===== src/rtl/jtag_tap_pkg.sv =====
package jtag_tap_pkg;

    localparam int IR_W = 4;
    localparam int ID_W = 32;
    localparam logic [IR_W-1:0] IR_CAPTURE = {{(IR_W-1){1'b0}}, 1'b1};

    typedef enum logic [3:0] {
        ST_TLR, ST_RTI,
        ST_SEL_DR, ST_CAP_DR, ST_SH_DR, ST_EX1_DR, ST_PAU_DR, ST_EX2_DR, ST_UPD_DR,
        ST_SEL_IR, ST_CAP_IR, ST_SH_IR, ST_EX1_IR, ST_PAU_IR, ST_EX2_IR, ST_UPD_IR
    } tap_state_e;

    typedef enum logic [IR_W-1:0] {
        OP_EXTEST = 4'b0000,
        OP_IDCODE = 4'b0001,
        OP_HIGHZ  = 4'b0100,
        OP_SAMPLE = 4'b0101,
        OP_INTEST = 4'b0110,
        OP_CLAMP  = 4'b0111,
        OP_BYPASS = 4'b1111
    } tap_op_e;

    typedef enum logic [1:0] {
        DR_BYP = 2'd0,
        DR_ID  = 2'd1,
        DR_BSR = 2'd2
    } dr_sel_e;

    typedef struct packed {
        dr_sel_e dr;
        logic    pad_drv_upd;
        logic    core_drv_upd;
        logic    pads_hiz;
    } tap_mode_t;

    function automatic tap_state_e tap_next(tap_state_e s, logic tms);
        tap_state_e n;
        case (s)
            ST_TLR:    n = tms ? ST_TLR    : ST_RTI;
            ST_RTI:    n = tms ? ST_SEL_DR : ST_RTI;
            ST_SEL_DR: n = tms ? ST_SEL_IR : ST_CAP_DR;
            ST_CAP_DR: n = tms ? ST_EX1_DR : ST_SH_DR;
            ST_SH_DR:  n = tms ? ST_EX1_DR : ST_SH_DR;
            ST_EX1_DR: n = tms ? ST_UPD_DR : ST_PAU_DR;
            ST_PAU_DR: n = tms ? ST_EX2_DR : ST_PAU_DR;
            ST_EX2_DR: n = tms ? ST_UPD_DR : ST_SH_DR;
            ST_UPD_DR: n = tms ? ST_SEL_DR : ST_RTI;
            ST_SEL_IR: n = tms ? ST_TLR    : ST_CAP_IR;
            ST_CAP_IR: n = tms ? ST_EX1_IR : ST_SH_IR;
            ST_SH_IR:  n = tms ? ST_EX1_IR : ST_SH_IR;
            ST_EX1_IR: n = tms ? ST_UPD_IR : ST_PAU_IR;
            ST_PAU_IR: n = tms ? ST_EX2_IR : ST_PAU_IR;
            ST_EX2_IR: n = tms ? ST_UPD_IR : ST_SH_IR;
            ST_UPD_IR: n = tms ? ST_SEL_DR : ST_RTI;
            default:   n = ST_TLR;
        endcase
        return n;
    endfunction

    function automatic tap_mode_t tap_decode(logic [IR_W-1:0] op);
        tap_mode_t m;
        m.dr           = DR_BYP;
        m.pad_drv_upd  = 1'b0;
        m.core_drv_upd = 1'b0;
        m.pads_hiz     = 1'b0;
        case (op)
            OP_EXTEST: begin
                m.dr          = DR_BSR;
                m.pad_drv_upd = 1'b1;
            end
            OP_IDCODE: m.dr = DR_ID;
            OP_HIGHZ:  m.pads_hiz = 1'b1;
            OP_SAMPLE: m.dr = DR_BSR;
            OP_INTEST: begin
                m.dr           = DR_BSR;
                m.pad_drv_upd  = 1'b1;
                m.core_drv_upd = 1'b1;
            end
            OP_CLAMP:  m.pad_drv_upd = 1'b1;
            default:   m.dr = DR_BYP;
        endcase
        return m;
    endfunction

endpackage


===== src/rtl/tap_fsm.sv =====
module tap_fsm
    import jtag_tap_pkg::*;
(
    input  logic       tck,
    input  logic       trst,
    input  logic       tms,
    output tap_state_e st
);

    always_ff @(posedge tck or posedge trst) begin
        if (trst) begin
            st <= ST_TLR;
        end else begin
            st <= tap_next(st, tms);
        end
    end

endmodule


===== src/rtl/tap_ir.sv =====
module tap_ir
    import jtag_tap_pkg::*;
(
    input  logic            tck,
    input  logic            trst,
    input  tap_state_e      st,
    input  logic            tdi,
    output logic            so,
    output logic [IR_W-1:0] ir_q,
    output tap_mode_t       mode
);

    logic [IR_W-1:0] sr_q;

    // Shift stage: capture and shift on rising TCK
    always_ff @(posedge tck or posedge trst) begin
        if (trst) begin
            sr_q <= '0;
        end else if (st == ST_CAP_IR) begin
            sr_q <= IR_CAPTURE;
        end else if (st == ST_SH_IR) begin
            sr_q <= {tdi, sr_q[IR_W-1:1]};
        end
    end

    // Active instruction: changes on falling TCK only
    always_ff @(negedge tck or posedge trst) begin
        if (trst) begin
            ir_q <= OP_IDCODE;
        end else if (st == ST_TLR) begin
            ir_q <= OP_IDCODE;
        end else if (st == ST_UPD_IR) begin
            ir_q <= sr_q;
        end
    end

    assign so   = sr_q[0];
    assign mode = tap_decode(ir_q);

endmodule


===== src/rtl/tap_bsr.sv =====
module tap_bsr
    import jtag_tap_pkg::*;
#(
    parameter int NI = 4,
    parameter int NO = 4
) (
    input  logic            tck,
    input  logic            trst,
    input  tap_state_e      st,
    input  logic            tdi,
    input  logic            sel,
    input  logic            pad_drv_upd,
    input  logic            core_drv_upd,
    input  logic            pads_hiz,
    input  logic [NI-1:0]   pad_in,
    input  logic [NO-1:0]   core_out,
    output logic [NI-1:0]   core_in,
    output logic [NO-1:0]   pad_out,
    output logic [NO-1:0]   pad_oe,
    output logic            so,
    output logic [NI+NO-1:0] upd_q
);

    localparam int L = NI + NO;

    logic [L-1:0] sr_q;

    always_ff @(posedge tck or posedge trst) begin
        if (trst) begin
            sr_q <= '0;
        end else if (sel && st == ST_CAP_DR) begin
            sr_q <= {core_out, pad_in};
        end else if (sel && st == ST_SH_DR) begin
            sr_q <= {tdi, sr_q[L-1:1]};
        end
    end

    always_ff @(negedge tck or posedge trst) begin
        if (trst) begin
            upd_q <= '0;
        end else if (sel && st == ST_UPD_DR) begin
            upd_q <= sr_q;
        end
    end

    assign so = sr_q[0];

    // Input cells: pad toward core
    for (genvar gi = 0; gi < NI; gi++) begin : g_in_cell
        assign core_in[gi] = core_drv_upd ? upd_q[gi] : pad_in[gi];
    end

    // Output cells: core toward pad
    for (genvar go = 0; go < NO; go++) begin : g_out_cell
        assign pad_out[go] = pad_drv_upd ? upd_q[NI+go] : core_out[go];
        assign pad_oe[go]  = ~pads_hiz;
    end

endmodule


===== src/rtl/jtag_tap_bscan.sv =====
module jtag_tap_bscan
    import jtag_tap_pkg::*;
#(
    parameter int          NI       = 4,
    parameter int          NO       = 4,
    parameter logic [31:0] ID_VALUE = 32'h4B1D_70C5
) (
    input  logic          tck,
    input  logic          trst,
    input  logic          tms,
    input  logic          tdi,
    output logic          tdo,
    output logic          tdo_en,
    input  logic [NI-1:0] pad_in,
    input  logic [NO-1:0] core_out,
    output logic [NI-1:0] core_in,
    output logic [NO-1:0] pad_out,
    output logic [NO-1:0] pad_oe
);

    localparam int L = NI + NO;
    localparam logic [ID_W-1:0] ID_CAPTURE = ID_VALUE | {{(ID_W-1){1'b0}}, 1'b1};

    tap_state_e      st;
    logic [IR_W-1:0] ir_q;
    tap_mode_t       mode;
    logic            ir_so;
    logic            bsr_so;
    logic [L-1:0]    bsr_upd;
    logic            byp_q;
    logic [ID_W-1:0] id_sr;
    logic            dr_so;

    tap_fsm u_fsm (
        .tck (tck),
        .trst(trst),
        .tms (tms),
        .st  (st)
    );

    tap_ir u_ir (
        .tck (tck),
        .trst(trst),
        .st  (st),
        .tdi (tdi),
        .so  (ir_so),
        .ir_q(ir_q),
        .mode(mode)
    );

    tap_bsr #(.NI(NI), .NO(NO)) u_bsr (
        .tck         (tck),
        .trst        (trst),
        .st          (st),
        .tdi         (tdi),
        .sel         (mode.dr == DR_BSR),
        .pad_drv_upd (mode.pad_drv_upd),
        .core_drv_upd(mode.core_drv_upd),
        .pads_hiz    (mode.pads_hiz),
        .pad_in      (pad_in),
        .core_out    (core_out),
        .core_in     (core_in),
        .pad_out     (pad_out),
        .pad_oe      (pad_oe),
        .so          (bsr_so),
        .upd_q       (bsr_upd)
    );

    // Bypass cell
    always_ff @(posedge tck or posedge trst) begin
        if (trst) begin
            byp_q <= 1'b0;
        end else if (mode.dr == DR_BYP && st == ST_CAP_DR) begin
            byp_q <= 1'b0;
        end else if (mode.dr == DR_BYP && st == ST_SH_DR) begin
            byp_q <= tdi;
        end
    end

    // Identification register
    always_ff @(posedge tck or posedge trst) begin
        if (trst) begin
            id_sr <= '0;
        end else if (mode.dr == DR_ID && st == ST_CAP_DR) begin
            id_sr <= ID_CAPTURE;
        end else if (mode.dr == DR_ID && st == ST_SH_DR) begin
            id_sr <= {tdi, id_sr[ID_W-1:1]};
        end
    end

    always_comb begin
        case (mode.dr)
            DR_ID:   dr_so = id_sr[0];
            DR_BSR:  dr_so = bsr_so;
            default: dr_so = byp_q;
        endcase
    end

    // Serial output retimed to falling TCK
    always_ff @(negedge tck or posedge trst) begin
        if (trst) begin
            tdo    <= 1'b0;
            tdo_en <= 1'b0;
        end else begin
            tdo_en <= (st == ST_SH_DR) || (st == ST_SH_IR);
            if (st == ST_SH_IR) begin
                tdo <= ir_so;
            end else if (st == ST_SH_DR) begin
                tdo <= dr_so;
            end else begin
                tdo <= 1'b0;
            end
        end
    end

endmodule


===== config.mk =====
export PLATFORM = sky130hd
export DESIGN_NAME = jtag_tap_bscan
export DESIGN_NICKNAME = d
export VERILOG_FILES = /design/src/rtl/jtag_tap_pkg.sv /design/src/rtl/tap_fsm.sv /design/src/rtl/tap_ir.sv /design/src/rtl/tap_bsr.sv /design/src/rtl/jtag_tap_bscan.sv
export SDC_FILE = /design/constraint.sdc
export NUM_CORES = 1
export LEC_CHECK = 0
export BUFFER_PORTS_ARGS = -buffer_cell sky130_fd_sc_hd__buf_2
export CAP_MARGIN = 30
export CORE_MARGIN = 5
export CORE_UTILIZATION = 54
export CTS_CLUSTER_DIAMETER = 50
export DETAILED_ROUTE_END_ITERATION = 12
export PLACE_DENSITY = 0.76
export SYNTH_ARGS = -nofsm -noshare
export SYNTH_HDL_FRONTEND = slang
export SYNTH_SLANG_ARGS = --single-unit

===== constraint.sdc =====
create_clock -name tck -period 2.1 [get_ports tck]
set_input_delay 0.42 -clock tck [delete_from_list [all_inputs] [get_ports tck]]
set_output_delay 0.42 -clock tck [all_outputs]
set_load 0.03 [all_outputs]

==> results.json <==
{
  "ys_seq_elements": 63,
  "ios": 26,
  "clkTransAtPathRegs_ns": 0.08,
  "drive_gt1_frac": 0.440,
  "finClkSkew_ns": 0.0577,
  "cts-buffers-inserted": 9,
  "cts_buffer_depth": 2,
  "critical_path_arrival_ns": 2.89,
  "power.total_mw": 6.19,
  "cp_data_required_time_ns": 1.68,
  "syn_area_sq_um": 3160,
  "violations": "negative setup slack",
  "ir_drop_mv": 0.739,
  "power_density_nw_per_um2": 1420,
  "nFillCells": 323,
  "status": "finished with violations",
  "start_util": 0.564,
  "cp-start-kind": "flop",
  "wl_microns": 7460,
  "dieArea_sq_um": 7490,
  "first_pass_iters": 4,
  "detail-route-antenna-nets": 0,
  "seq_area_frac_synth": 0.499,
  "grt_pass1_wl_microns": 12400,
  "drcViolationCount": 0,
  "dp_hpwl_microns": 4180,
  "htreeDepth": 3,
  "slew_headroom": 0.723,
  "hold_viol": 0,
  "grt_use_total": 0.216,
  "core.rowCount": 27,
  "insertion_delay_ns": 0.38,
  "async_flop_share": 1.00,
  "synth.yosys.warnings": 0,
  "synth_nets": 308,
  "die_y_microns": 86.6,
  "vias": 2429,
  "final.setup.tns_ns": -61.10,
  "vias_per_cell": 5.57,
  "synth_top_area_cell": "dfrtp_1",
  "worst_pin_slew_ns": 0.416,
  "clockRootBuffer": "clkbuf_8",
  "r2r_slack_ns": -1.13,
  "synth_ff_type": "dfrtp_1",
  "crit_type": "reg2out",
  "synth_cells": 293,
  "syn_to_final_growth_pct": 37.9,
  "fin_nets": 374,
  "hold_path.class": "in2async",
  "path_max_fanout": 4,
  "end_kind": "output port",
  "synth_top_area_share": 0.388,
  "cts_sinks": 63,
  "wl_per_cell_microns": 17.1,
  "antenna-diode-count": 0,
  "leakage_nw": 2.01,
  "maxCapViolations": 0,
  "drt_iter0_markers": 147,
  "timing.rr.end": "id_sr[4]",
  "syn_avg_cell_area_sq_um": 10.8,
  "synth_edf_count": 0,
  "reg2reg_from": "u_ir.ir_q[1]",
  "rr_worst_depth": 12,
  "place_congestion": 0.779,
  "overflow": 0,
  "cts_hold_buf": 0,
  "grt_max_degree": 35,
  "port-buffer-count": 25,
  "hold_slack_ns": 0.219,
  "worst_slack_ns": -1.21,
  "fp.coreArea_sq_um": 5610,
  "ys_types": 44,
  "grt_pass1_vias": 2531,
  "cts_tree": "done",
  "drv_slew": 0,
  "setup_viol": 68,
  "fp.dieW_microns": 86.6,
  "rsz0062_at_grt": "true",
  "antenna_found_initial": 0,
  "synthTopCellsByArea": "dfrtp_1, dfrtn_1, mux2_2, mux2i_1, mux2_1"
}
-- sequential cells by signal, indices dropped and copies added (netlist names) --
| register | flops |
|---|---|
| u_bsr.upd_q | 8 |
| byp_q | 1 |
| u_bsr.sr_q | 8 |
| tdo_en | 1 |
| tdo | 1 |
| u_fsm.st | 4 |
| id_sr | 32 |
| u_ir.ir_q | 4 |
| u_ir.sr_q | 4 |
-- cell usage after synthesis (all sizes together) (2+ instances only) --
| library cell | n |
|---|---|
| a21boi | 2 |
| a21oi | 10 |
| a2bb2oi | 5 |
| buf | 12 |
| clkbuf | 9 |
| dfrtn | 13 |
| dfrtp | 49 |
| ha | 3 |
| inv | 21 |
| mux2 | 39 |
| mux2i | 16 |
| nand2 | 14 |
| nand2b | 3 |
| nand3 | 2 |
| nand3b | 5 |
| nand4 | 2 |
| nor2 | 30 |
| nor2b | 17 |
| nor4b | 2 |
| nor4bb | 2 |
| o211ai | 2 |
| o21ai | 9 |
| o22ai | 9 |
| or3 | 2 |
-- metrics by stage --
stage | setup slack (ns) | cells | instance area (sq um) | utilization
final | -1.21 | 436 | 4360 | 0.778
after global routing | -1.28 | 436 | 4360 | 0.778
after CTS | -1.20 | 435 | 4270 | 0.761
after detailed placement | -1.05 | 404 | 3600 | 0.642
after global placement | -0.990 | 404 | 3600 | 0.642
after floorplan | -1.03 | 293 | 3220 | -
-- metal layers --
metal	global-route usage	routed length [microns]
met1	0.259	3030
met2	0.376	3970
met3	0.0589	299
met4	0.0666	168
met5	0	0
-- cell families after synthesis --
logic type	share of synthesized area
and+or+nand+nor	0.139
DFF	0.499
muxes	0.189
AOI/OAI and AO/OA	0.0945
buffers and inverters	0.0637
adders and majority gates	0.0119
xor gates and xnor gates	0.00277
-- worst max-delay path, cell delays in order, from the launching register on --
cell and delay (ns):
dfstp_2 0.38, or3_4 0.35, a21oi_4 0.13, buf_6 0.15
mux2_4 0.31, buf_6 0.14
-- repair_timing --
item	CTS	global route
gates cloned	2	0
hold endpoints to repair	0	0
resized for setup	74	22
pin swaps	15	11
buffers inserted	13	1
setup endpoints to repair	68	69
-- layout make-up --
type / count / area, sq um / share of cell area
sequential: 63 / 1580 / 0.362
timing repair buffer: 76 / 731 / 0.167
clock inverter: 8 / 101 / 0.0232
inverter: 20 / 78.8 / 0.0181
tap: 72 / 90.1 / 0.0206
clock buffer: 9 / 124 / 0.0284
multi-input combinational: 188 / 1660 / 0.380
-- layout by cell type (no fill, tap or decap), types with 8 or more instances in the layout --
cell / count
dfrtp_1: 47
mux2_4: 19
buf_4: 29
buf_2: 12
nor2b_1: 16
nand2_1: 14
inv_1: 19
buf_6: 30
mux2_2: 15
mux2i_1: 16
nor2_1: 29
dfrtn_1: 13
clkbuf_8: 9
o22ai_1: 8
o21ai_0: 8
-- worst max-delay path by stage --
stage / end / startpoint
2_1_floorplan: u_bsr.sr_q[0] / u_ir.ir_q[0]
3_3_place_gp: id_sr[15] / u_ir.ir_q[0]
3_5_place_dp: id_sr[17] / u_ir.ir_q[0]
4_1_cts: pad_out[0] / u_ir.ir_q[2]
5_1_grt: core_in[0] / u_ir.ir_q[0]
6_report: pad_out[3] / u_ir.ir_q[0]
-- power breakdown --
part	switching [mW]	total [mW]	internal, mW	leakage, nW
sequential	0.294	1.94	1.64	0.828
clock	0.502	1.17	0.672	0.112
combinational	1.39	3.07	1.68	1.07
No activity file was read; power rests on OpenSTA's default activity.
